[config.mk]
export PLATFORM = sky130hd
export DESIGN_NAME = opnd_ea_gen
export DESIGN_NICKNAME = d
export VERILOG_FILES = /design/src/rtl/opnd_ea_pkg.sv /design/src/rtl/opnd_ea_bank.sv /design/src/rtl/opnd_ea_index.sv /design/src/rtl/opnd_ea_gen.sv
export SDC_FILE = /design/constraint.sdc
export NUM_CORES = 1
export LEC_CHECK = 0
export ABC_AREA = 0
export CAP_MARGIN = 20
export CORE_ASPECT_RATIO = 1.25
export CORE_MARGIN = 10
export CORE_UTILIZATION = 35
export DETAILED_ROUTE_END_ITERATION = 10
export PLACE_DENSITY = 0.77
export SYNTH_ARGS = -nofsm -noshare
export SYNTH_HDL_FRONTEND = slang
export SYNTH_SLANG_ARGS = --single-unit
[constraint.sdc]
create_clock -name clk -period 3.4 [get_ports clk]
set_input_delay 0.85 -clock clk [delete_from_list [all_inputs] [get_ports clk]]
set_output_delay 0.85 -clock clk [all_outputs]
set_load 0.02 [all_outputs]
[src/rtl/opnd_ea_pkg.sv]
package opnd_ea_pkg;
    localparam int DW      = 8;
    localparam int AW      = 16;
    localparam int RIDX_W  = 3;
    localparam int BANK_W  = 2;
    localparam int SFR_BIT = DW - 1;

    typedef enum logic [2:0] {
        MD_LIT     = 3'd0,
        MD_DIRECT  = 3'd1,
        MD_REG     = 3'd2,
        MD_PTR     = 3'd3,
        MD_TBL_DP  = 3'd4,
        MD_TBL_PC  = 3'd5,
        MD_RSV_A   = 3'd6,
        MD_RSV_B   = 3'd7
    } mode_e;

    typedef enum logic [1:0] {
        SP_NONE = 2'd0,
        SP_IRAM = 2'd1,
        SP_SFR  = 2'd2,
        SP_CODE = 2'd3
    } space_e;

    typedef struct packed {
        logic          valid;
        space_e        space;
        logic [AW-1:0] addr;
        logic [DW-1:0] data;
    } ea_result_t;

    localparam ea_result_t RESULT_IDLE = '{valid: 1'b0, space: SP_NONE, addr: '0, data: '0};

    // Byte addresses at or above the top-bit boundary go to the SFR window.
    function automatic space_e direct_space(input logic [DW-1:0] a);
        return a[SFR_BIT] ? SP_SFR : SP_IRAM;
    endfunction

    function automatic logic [AW-1:0] widen(input logic [DW-1:0] b);
        return {{(AW-DW){1'b0}}, b};
    endfunction
endpackage

[src/rtl/opnd_ea_bank.sv]
module opnd_ea_bank
    import opnd_ea_pkg::*;
(
    input  logic [BANK_W-1:0] bank,
    input  logic [RIDX_W-1:0] idx,
    input  logic              ptr_hi,
    input  logic [DW-1:0]     r0,
    input  logic [DW-1:0]     r1,
    output logic [DW-1:0]     reg_addr,
    output logic [DW-1:0]     ptr_addr
);
    localparam int PAD_W = DW - BANK_W - RIDX_W;

    // Working register n of bank b occupies RAM byte b*8+n.
    assign reg_addr = {{PAD_W{1'b0}}, bank, idx};
    // Only the two pointer registers may serve as an indirect address.
    assign ptr_addr = ptr_hi ? r1 : r0;
endmodule

[src/rtl/opnd_ea_index.sv]
module opnd_ea_index
    import opnd_ea_pkg::*;
(
    input  logic [AW-1:0] base_dp,
    input  logic [AW-1:0] base_pc,
    input  logic          use_pc,
    input  logic [DW-1:0] offset,
    output logic [AW-1:0] sum
);
    logic [AW-1:0] base;

    assign base = use_pc ? base_pc : base_dp;
    // Unsigned offset; the carry out of the top bit is dropped.
    assign sum  = base + widen(offset);
endmodule

[src/rtl/opnd_ea_gen.sv]
module opnd_ea_gen
    import opnd_ea_pkg::*;
(
    input  logic          clk,
    input  logic          rst,
    input  logic          in_valid,
    input  logic [2:0]    mode,
    input  logic [7:0]    op_byte,
    input  logic [2:0]    reg_sel,
    input  logic [1:0]    bank_sel,
    input  logic [7:0]    r0_val,
    input  logic [7:0]    r1_val,
    input  logic [7:0]    acc,
    input  logic [15:0]   dptr,
    input  logic [15:0]   pc_next,
    output logic          out_valid,
    output logic [1:0]    out_space,
    output logic [15:0]   out_addr,
    output logic [7:0]    out_data
);
    mode_e         md;
    logic [DW-1:0] reg_addr;
    logic [DW-1:0] ptr_addr;
    logic [AW-1:0] tbl_addr;
    ea_result_t    nxt;
    ea_result_t    cur;

    assign md = mode_e'(mode);

    opnd_ea_bank u_bank (
        .bank     (bank_sel),
        .idx      (reg_sel),
        .ptr_hi   (reg_sel[0]),
        .r0       (r0_val),
        .r1       (r1_val),
        .reg_addr (reg_addr),
        .ptr_addr (ptr_addr)
    );

    opnd_ea_index u_index (
        .base_dp (dptr),
        .base_pc (pc_next),
        .use_pc  (md == MD_TBL_PC),
        .offset  (acc),
        .sum     (tbl_addr)
    );

    always_comb begin
        nxt = RESULT_IDLE;
        if (in_valid) begin
            unique case (md)
                MD_LIT: begin
                    nxt.valid = 1'b1;
                    nxt.data  = op_byte;
                end
                MD_DIRECT: begin
                    nxt.valid = 1'b1;
                    nxt.space = direct_space(op_byte);
                    nxt.addr  = widen(op_byte);
                end
                MD_REG: begin
                    nxt.valid = 1'b1;
                    nxt.space = SP_IRAM;
                    nxt.addr  = widen(reg_addr);
                end
                MD_PTR: begin
                    nxt.valid = 1'b1;
                    nxt.space = SP_IRAM;
                    nxt.addr  = widen(ptr_addr);
                end
                MD_TBL_DP, MD_TBL_PC: begin
                    nxt.valid = 1'b1;
                    nxt.space = SP_CODE;
                    nxt.addr  = tbl_addr;
                end
                default: nxt = RESULT_IDLE;
            endcase
        end
    end

    always_ff @(posedge clk) begin
        if (rst) cur <= RESULT_IDLE;
        else     cur <= nxt;
    end

    assign out_valid = cur.valid;
    assign out_space = cur.space;
    assign out_addr  = cur.addr;
    assign out_data  = cur.data;

    // Port-level checks, one cycle after each request.
    assert_reset_clear_R1: assert property (@(posedge clk)
        rst |=> (!out_valid && out_addr == '0 && out_data == '0 && out_space == 2'd0));

    assert_literal_R2: assert property (@(posedge clk) disable iff (rst)
        (in_valid && mode == 3'd0) |=>
        (out_valid && out_space == 2'd0 && out_data == $past(op_byte) && out_addr == '0));

    assert_direct_low_R3: assert property (@(posedge clk) disable iff (rst)
        (in_valid && mode == 3'd1 && !op_byte[7]) |=>
        (out_space == 2'd1 && out_addr == {8'h00, $past(op_byte)}));

    assert_direct_high_R4: assert property (@(posedge clk) disable iff (rst)
        (in_valid && mode == 3'd1 && op_byte[7]) |=>
        (out_space == 2'd2 && out_addr == {8'h00, $past(op_byte)}));

    assert_bank_map_R5: assert property (@(posedge clk) disable iff (rst)
        (in_valid && mode == 3'd2) |=>
        (out_space == 2'd1 && out_addr[15:5] == '0 &&
         out_addr[4:3] == $past(bank_sel) && out_addr[2:0] == $past(reg_sel)));

    assert_ptr_iram_R6: assert property (@(posedge clk) disable iff (rst)
        (in_valid && mode == 3'd3) |=>
        (out_space == 2'd1 &&
         out_addr[7:0] == ($past(reg_sel[0]) ? $past(r1_val) : $past(r0_val))));

    assert_table_dp_R7: assert property (@(posedge clk) disable iff (rst)
        (in_valid && mode == 3'd4) |=>
        (out_space == 2'd3 && out_addr == 16'($past(dptr) + {8'h00, $past(acc)})));

    assert_table_pc_R8: assert property (@(posedge clk) disable iff (rst)
        (in_valid && mode == 3'd5) |=>
        (out_space == 2'd3 && out_addr == 16'($past(pc_next) + {8'h00, $past(acc)})));

    assert_reserved_R9: assert property (@(posedge clk) disable iff (rst)
        (in_valid && mode[2:1] == 2'b11) |=>
        (!out_valid && out_addr == '0 && out_space == 2'd0));

    assert_idle_R10: assert property (@(posedge clk) disable iff (rst)
        !in_valid |=> !out_valid);

    assert_data_zero_R10: assert property (@(posedge clk) disable iff (rst)
        (in_valid && mode != 3'd0) |=> (out_data == '0));
endmodule

==> flow_summary.toml, run 1 <==
[worst_setup_path]
cp.arrival_ns = 3.48
cp-end-kind = "flip-flop"
crit_path_start = "mode[1]"
crit_required_ns = 3.60
critical_path_class = "input pin to flip-flop"
worstPathMaxFanout = 6
endpoint = "out_addr[12]"
critPathLaunchType = "input pin"

[routing]
wirelength_um = 5910
antenna_left = 0
drt_iter0_drc = 58
vias_per_cell = 5.02
drc_errors = 0
routedWlPerCell_um = 15.4
via_count = 1924
dr.pass1.iters = 4

[logic_synthesis]
synth_cell_types = 46
synth-edff-count = 0
yosys_warnings = 0
async_flop_share_pct = 0
synthesis.area_mm2 = 0.00181
yosysSeqAreaShare_pct = 29.8
syn_nets = 290
synth_seq_cells = 27
avgSynthCellArea_um2 = 8.89
synth_top_flop_cell = "dfxtp_1"
synthCells = 204

[global_route]
top_usage_layer = "met2"
grt-ovfl-total = 0
grt_max_degree = 24
grt_pass1_vias = 2025
grt_first_pass_wirelength_um = 9580
grt_usage_pct = 13.5
antenna_found_initial = 0
use_met1_pct = 15.1
met2_usage_pct = 24.6
grt_util_met3_pct = 3.88

[pwr]
p_per_area_mw_per_mm2 = 270
power_frac_clock_pct = 22.2
pwr-share-seq_pct = 39.0
internal-power_uw = 597
leakage_nw = 1.25
p_sw_share_pct = 28.6
vdd_drop_max_mv = 0.158
p_switching_uw = 240
p_comb_share_pct = 38.8

[status]
status = "complete, no violations"

[clock_tree]
tritoncts = "built"
clock_sinks = 27
cts_setup_buffers = 0
cts_root_buf = "clkbuf_8"
htreeDepth = 1
postCtsHoldBufs = 0
clk_pin_slew_ns = 0.10
clockBufferDepth = 2
cts_made_buffers = 3

[sta]
hold_viol = 0
fmax_mhz = 305
post-route-period-util_pct = 96.5
period_minus_slack_ns = 3.28
drv_slew = 0
worst_pin_slew_ns = 0.747
rsz0062_at_grt = "no"
relSlewSlack_pct = 49.7
finalSetupViolations = 0

[layout]
fillCellCount = 458
multiInputGateArea_mm2 = 0.00124
finalInstanceArea_mm2 = 0.00310
nets = 408
final_util_pct = 61.4
area.growth.synth_to_final_pct = 70.7
drive_gt1_share_pct = 13.4
diodes = 0
seq_area_um2 = 541

[die]
dieWidth_um = 84.4
die-area_mm2 = 0.00848
coreArea_mm2 = 0.00504
start_util_pct = 36.0
rows = 29
die_h_um = 100
ios = 102

[place]
dp_hpwl_um = 5160
gp_congestion = 0.808
placed_area_mm2 = 0.00303
io_buffers = 101

[flow_run]
maxCapViolations = 0

[worst_hold_path]
hp-class = "input pin to flip-flop"
[registers in the layout (all words and copies together), names as in the netlist]
signal     count
out_data       8
out_valid      1
out_addr      16
out_space      2
[worst max-delay path, cell delays in order]
cell and delay [ns]:
clkdlybuf4s50_1 0.49, nand3b_4 0.17, buf_12 0.12, mux2_2 0.32, ha_1 0.29, a21o_1 0.18
a221o_1 0.34, a41oi_2 0.27, buf_4 0.18, nor2_1 0.06, a211oi_2 0.20
[synthesized netlist by cell type, drive strengths merged (2+ instances only)]
| cell | number | area (um^2) |
|---|---|---|
| a211oi | 5 | 47.5 |
| a21o | 4 | 30.0 |
| a21oi | 15 | 75.1 |
| a22oi | 4 | 30.0 |
| a2bb2oi | 2 | 17.5 |
| a31oi | 2 | 12.5 |
| a32oi | 2 | 17.5 |
| and2 | 10 | 62.6 |
| buf | 4 | 25.0 |
| clkbuf | 4 | 16.3 |
| dfxtp | 27 | 541 |
| ha | 10 | 125 |
| inv | 5 | 18.8 |
| mux2 | 10 | 113 |
| mux2i | 18 | 196 |
| nand2 | 15 | 56.3 |
| nand2b | 7 | 43.8 |
| nand3b | 2 | 18.8 |
| nor2 | 19 | 71.3 |
| nor2b | 5 | 31.3 |
| nor3 | 4 | 20.0 |
| nor4 | 2 | 12.5 |
| o21ai | 5 | 25.0 |
| o22a | 2 | 17.5 |
| o31a | 3 | 26.3 |
| o31ai | 2 | 15.0 |
| xnor2 | 3 | 26.3 |
| xor2 | 2 | 17.5 |
[metrics by stage]
stage	instances	setup TNS [ns]	setup slack (ns)	total power, mW	hold WS [ns]
floorplan	204	0	0.00430	0.491	0.972
global placement	379	-0.655	-0.129	0.654	1.45
detailed placement	379	-1.19	-0.180	0.658	1.46
CTS	383	0	0.0881	0.841	1.16
global route	383	0	0.0234	0.887	1.15
finish	383	0	0.120	0.837	1.16
[worst min-delay path by stage]
stage | start | endpoint | slack [ns] | depth (start not counted)
2_1_floorplan | op_byte[0] | out_data[0] | 0.97 | 1
3_3_place_gp | op_byte[4] | out_data[4] | 1.45 | 2
3_5_place_dp | op_byte[5] | out_data[5] | 1.46 | 2
4_1_cts | op_byte[5] | out_data[5] | 1.16 | 2
5_1_grt | op_byte[5] | out_data[5] | 1.15 | 2
6_report | op_byte[4] | out_data[4] | 1.16 | 2
[per-layer routing]
metal  vias to the layer above  share of wire [%]  routed length (um)
met5                         -                  0                   0
met4                         0                1.2                  73
met2                        76                 50                2980
met1                       864                 41                2440
li1                        973                  -                   -
met3                        11                7.1                 418
[layout by cell type, fill, tap and decap left out, drive strengths merged, types with 7 or more instances in the layout]
cell	instances
and2	10
mux2i	18
nand2b	7
buf	20
nor2	19
dfxtp	27
ha	10
nand2	15
a21oi	15
clkdlybuf4s50	101
mux2	10
[power by group through the flow]
stage               Clock, mW  Combinational (mW)  Sequential [mW]
global placement            0               0.320            0.334
global route            0.204               0.356            0.328
detailed placement          0               0.324            0.334
CTS                     0.188               0.326            0.327
floorplan                   0               0.146            0.345
finish                  0.186               0.325            0.326
[area by class of cell]
type,count,area share [%]
multi-input cells,164,40.0
well taps,62,2.51
flip-flops and latches,27,17.5
inverters,5,0.606
clock inverters,1,0.242
repair buffers,121,37.9
clock buffers,3,1.33
[kinds of logic (layout without fill, tap and decap cells)]
| logic type | Yosys count | in the layout | synth area share [%] |
|---|---|---|---|
| flops | 27 | 27 | 29.8 |
| buf+inv | 13 | 130 | 3.31 |
| simple gates | 66 | 66 | 18.1 |
| compound gates | 54 | 54 | 21.4 |
| fa+ha+maj | 11 | 11 | 8.00 |
| mux | 28 | 28 | 17.0 |
| xor+xnor | 5 | 5 | 2.41 |
[what timing repair did]
item	in CTS	in global routing
hold endpoints to repair	0	0
setup endpoints to repair	0	2
resized for setup	0	3
(Power assumes the default switching activity.)
==> inputs of run 2 (changes only) <==
CAP_MARGIN = default   (was 20)
SETUP_SLACK_MARGIN = 0.05   (was default)
==> run 2 against run 1 <==
  * Sequential share of layout area fell by 0.11 points
  * Global-route usage rose by 0.87 points
  * Non-clock buffer count rose by 2
  * Via count rose by 0.68%
  * Routed wire length rose by 6.6%
  * Critical path type unchanged
  * Critical endpoint unchanged
==> flow_summary.toml, run 2 (same netlist as run 1, synthesis figures left out) <==
[status]
status = "complete, no violations"

[global_route]
grt_first_pass_wirelength_um = 10200
antenna_found_initial = 0
grt_pass1_vias = 2061
grt-ovfl-total = 0
grt_usage_pct = 14.3
grt_max_degree = 24

[routing]
routedWlPerCell_um = 16.4
dr.pass1.iters = 4
vias_per_cell = 5.03
drt_iter0_drc = 70
antenna_left = 0
via_count = 1937
drc_errors = 0
wirelength_um = 6300

[sta]
whs_ns = 1.16
period_minus_slack_ns = 3.26
relSlewSlack_pct = 57.6
drv_slew = 0
worst_pin_slew_ns = 0.630
hold_viol = 0
post-route-period-util_pct = 95.9
finalSetupViolations = 0
rsz0062_at_grt = "yes"
fmax_mhz = 307

[place]
io_buffers = 101
gp_congestion = 0.907
dp_hpwl_um = 5370
dp_cells = 378
placed_area_mm2 = 0.00301

[clock_tree]
clockBufferDepth = 2
clk_pin_slew_ns = 0.10
htreeDepth = 1
postCtsHoldBufs = 0
clock_sinks = 27
cts_root_buf = "clkbuf_8"
cts_made_buffers = 3
tritoncts = "built"

[die]
ios = 102
die_h_um = 100
start_util_pct = 36.0
coreArea_mm2 = 0.00504
die-area_mm2 = 0.00848
dieWidth_um = 84.4
rows = 29

[worst_hold_path]
min-delay-start = "op_byte[5]"
min_to = "out_data[5]"
min_path_cells = 2
hp-class = "input pin to flip-flop"

[pwr]
internal-power_uw = 601
vdd_drop_max_mv = 0.168
finalPower_uw = 849
p_per_area_mw_per_mm2 = 272
pwr-share-seq_pct = 38.5
p_sw_share_pct = 29.2
power_frac_clock_pct = 22.4
leakage_nw = 1.28
p_comb_share_pct = 39.1
p_switching_uw = 247

[worst_setup_path]
crit_required_ns = 3.60
cp.arrival_ns = 3.46
max_stage_delay_ns = 0.48
crit_family = "compound AO/OA/AOI/OAI gates"
cp-end-kind = "flip-flop"
path_cells = "clkdlybuf4s50_1 -> nand3b_4 -> buf_12 -> mux2_2 -> ha_1 -> a21o_1 -> a221o_1 -> a41oi_2 -> buf_4 -> nor2_1 -> a211oi_2"
worstPathMaxFanout = 5
critPathLaunchType = "input pin"
cp_num_buf_inv = 3
critical_path_class = "input pin to flip-flop"
slowest_stage = "clkdlybuf4s50_1"

[flow_run]
maxCapViolations = 0

[layout]
nets = 410
final_common_cell = "clkdlybuf4s50_1"
final_cell_mix = "clkdlybuf4s50_1 (100), dfxtp_1 (27), buf_4 (21), nor2_1 (19), mux2i_1 (16)"
fillCellCount = 468
largest_reg_flops = 16
stdcell_count = 385
drive_gt1_share_pct = 13.9
diodes = 0
area.growth.synth_to_final_pct = 71.7
finalInstanceArea_mm2 = 0.00312
final_util_pct = 61.8
run 2: layout make-up:
class / count / area (um^2) / area share (%)
multi-input cells: 164 / 1240 / 39.8
inverters: 5 / 18.8 / 0.602
clock inverters: 1 / 5.00 / 0.161
well taps: 62 / 77.6 / 2.49
flip-flops and latches: 27 / 541 / 17.3
clock buffers: 3 / 41.3 / 1.33
repair buffers: 123 / 1190 / 38.2
run 2: timing repair:
action | CTS | global route
hold endpoints to repair | 0 | 0
endpoints found under the setup margin | 1 | 3
pin swaps | 0 | 5
resized for setup | 1 | 3
setup buffers | 0 | 3
run 2: power by group through the flow:
stage | clock network (mW) | registers, mW | logic [mW]
2_1_floorplan | 0 | 0.345 | 0.148
3_3_place_gp | 0 | 0.334 | 0.318
3_5_place_dp | 0 | 0.334 | 0.323
4_1_cts | 0.194 | 0.327 | 0.326
5_1_grt | 0.202 | 0.328 | 0.364
6_report | 0.190 | 0.327 | 0.332
run 2: worst max path at each step:
| stage | endpoint | start | slack (ns) | cells past startpoint |
|---|---|---|---|---|
| 2_1_floorplan | out_addr[12] | mode[0] | 0.09 | 13 |
| 3_3_place_gp | out_addr[12] | mode[1] | -0.21 | 11 |
| 3_5_place_dp | out_addr[12] | mode[1] | -0.28 | 11 |
| 4_1_cts | out_addr[12] | mode[0] | 0.12 | 11 |
| 5_1_grt | out_addr[12] | mode[1] | 0.03 | 11 |
| 6_report | out_addr[12] | mode[1] | 0.14 | 11 |
run 2: layer usage:
metal	routed length (um)	vias up	global-route usage, %	part of all wire [%]
met4	71	0	3.55	1.1
met5	0	-	0	0
met3	493	6	5.50	7.8
met2	3240	68	26.6	51
li1	-	980	-	-
met1	2500	883	14.7	40
run 2: through the flow:
step           setup TNS [ns]  worst slack [ns]
4_1_cts                     0             0.120
2_1_floorplan               0            0.0851
5_1_grt                     0            0.0316
6_report                    0             0.138
3_5_place_dp            -1.60            -0.284
3_3_place_gp            -1.09            -0.207
==> inputs of run 3 (changes only) <==
GPL_TIMING_DRIVEN = 0   (was default)
SLEW_MARGIN = 10   (was default)
==> run 3 against run 2 <==
  * Sequential share of layout area rose by 0.70 points
  * Fmax rose by 4.4%
  * Routed wire length fell by 3.0%
  * Design area fell by 3.9%
  * Utilization fell by 2.4 points
  * Count of clock-buffer cells in the layout did not move
  * Global-route usage fell by 0.78 points
  * Power fell by 2.7%
  * First-iteration DRC count fell by 5.7%
  * Non-clock buffer count fell by 14
  * Combinational power fell by 6.6%
  * Largest power group is now registers
==> flow_summary.toml, run 3 (same netlist as run 1, synthesis figures left out) <==
[status]
status = "complete, no violations"

[sta]
finalSetupViolations = 0
whs_ns = 1.05
rsz0062_at_grt = "no"
hold_viol = 0
drv_slew = 0
post-route-period-util_pct = 91.9
period_minus_slack_ns = 3.12
relSlewSlack_pct = 20.7
worst_pin_slew_ns = 1.18
fin_ws_ns = 0.277
fmax_mhz = 320

[clock_tree]
clk_pin_slew_ns = 0.10
htreeDepth = 1
tritoncts = "built"
postCtsHoldBufs = 0
cts_made_buffers = 3
cts_root_buf = "clkbuf_8"
clock_sinks = 27
clockBufferDepth = 2

[die]
rows = 29
start_util_pct = 36.0
die-area_mm2 = 0.00848
dieWidth_um = 84.4
ios = 102
coreArea_mm2 = 0.00504
die_h_um = 100

[global_route]
antenna_found_initial = 0
grt_first_pass_wirelength_um = 9600
grt_usage_pct = 13.6
grt-ovfl-total = 0
grt_max_degree = 20
grt_pass1_vias = 1996

[pwr]
p_per_area_mw_per_mm2 = 276
p_comb_share_pct = 37.6
leakage_nw = 1.18
power_frac_clock_pct = 22.9
finalPower_uw = 826
p_sw_share_pct = 29.5
vdd_drop_max_mv = 0.175
internal-power_uw = 582
pwr-share-seq_pct = 39.5
p_switching_uw = 244

[routing]
dr.pass1.iters = 4
drc_errors = 0
drt_iter0_drc = 66
vias_per_cell = 5.10
wirelength_um = 6120
via_count = 1892
routedWlPerCell_um = 16.5
antenna_left = 0

[layout]
finalInstanceArea_mm2 = 0.00299
diodes = 0
largest_reg_flops = 16
final_util_pct = 59.4
drive_gt1_share_pct = 10.4
nets = 396
seq_area_um2 = 541
area.growth.synth_to_final_pct = 65.0
fillCellCount = 483
final_cell_mix = "clkdlybuf4s50_1 (97), dfxtp_1 (27), nor2_1 (19), mux2i_1 (16), nand2_1 (15)"
multiInputGateArea_mm2 = 0.00125
final_common_cell = "clkdlybuf4s50_1"

[worst_setup_path]
crit_required_ns = 3.60
worstPathMaxFanout = 19
cp.arrival_ns = 3.32
critPathLaunchType = "input pin"
critical_path_class = "input pin to flip-flop"
cp-end-kind = "flip-flop"

[flow_run]
maxCapViolations = 0

[place]
dp_hpwl_um = 5210
placed_area_mm2 = 0.00290
io_buffers = 99
post-place-ws_ns = -0.829
gp_congestion = 0.814

[worst_hold_path]
hp-class = "input pin to flip-flop"
[run 3: metrics by stage]
stage / TNS [ns] / cells
final: 0 / 371
after global routing: 0 / 371
after CTS: 0 / 371
after detailed placement: -6.49 / 365
after global placement: -6.19 / 365
after floorplan: 0 / 204
[run 3: layout make-up]
class / count / area share [%]
Buffer: 7 / 1.80
Clock buffer: 3 / 1.38
Clock inverter: 1 / 0.251
Inverter: 5 / 0.627
Multi-Input combinational cell: 164 / 41.8
Sequential cell: 27 / 18.1
Tap cell: 62 / 2.59
Timing Repair Buffer: 102 / 33.5
[run 3: layer usage]
metal | part of all wire [%] | track usage, % | wire (um)
met2 | 52 | 25.7 | 3190
met4 | 0.49 | 2.28 | 30
met3 | 7.6 | 4.61 | 463
met5 | 0 | 0 | 0
met1 | 40 | 14.3 | 2430
[run 3: path summary, 6_finish.rpt]
kind,endpoint,slack [ns],cells past startpoint,from
worst max-delay path,out_addr[12],0.28,12,mode[1]
worst min-delay path,out_addr[3],1.05,4,mode[1]
[run 3: power groups by stage]
stage	registers [mW]	clock network [mW]	logic (mW)
after floorplan	0.345	0	0.148
after global routing	0.327	0.211	0.339
after global placement	0.333	0	0.292
after CTS	0.326	0.194	0.307
after detailed placement	0.334	0	0.297
final	0.326	0.189	0.310
[run 3: timing repair]
action                     4_1_cts  5_1_grt
gates cloned                     0        0
setup endpoints to repair       13        4
buffers inserted                 3        0
pin swaps                        2        0
gates resized for setup          6        7
[run 3: worst max-delay path: stages]
cell	delay [ns]
clkbuf_2	0.13
nand3b_4	0.19
buf_12	0.18
mux2_2	0.23
ha_1	0.18
inv_1	0.07
fa_1	0.37
nand2b_1	0.19
a21oi_2	0.22
a41oi_4	0.19
o31a_1	0.32
a211oi_2	0.20
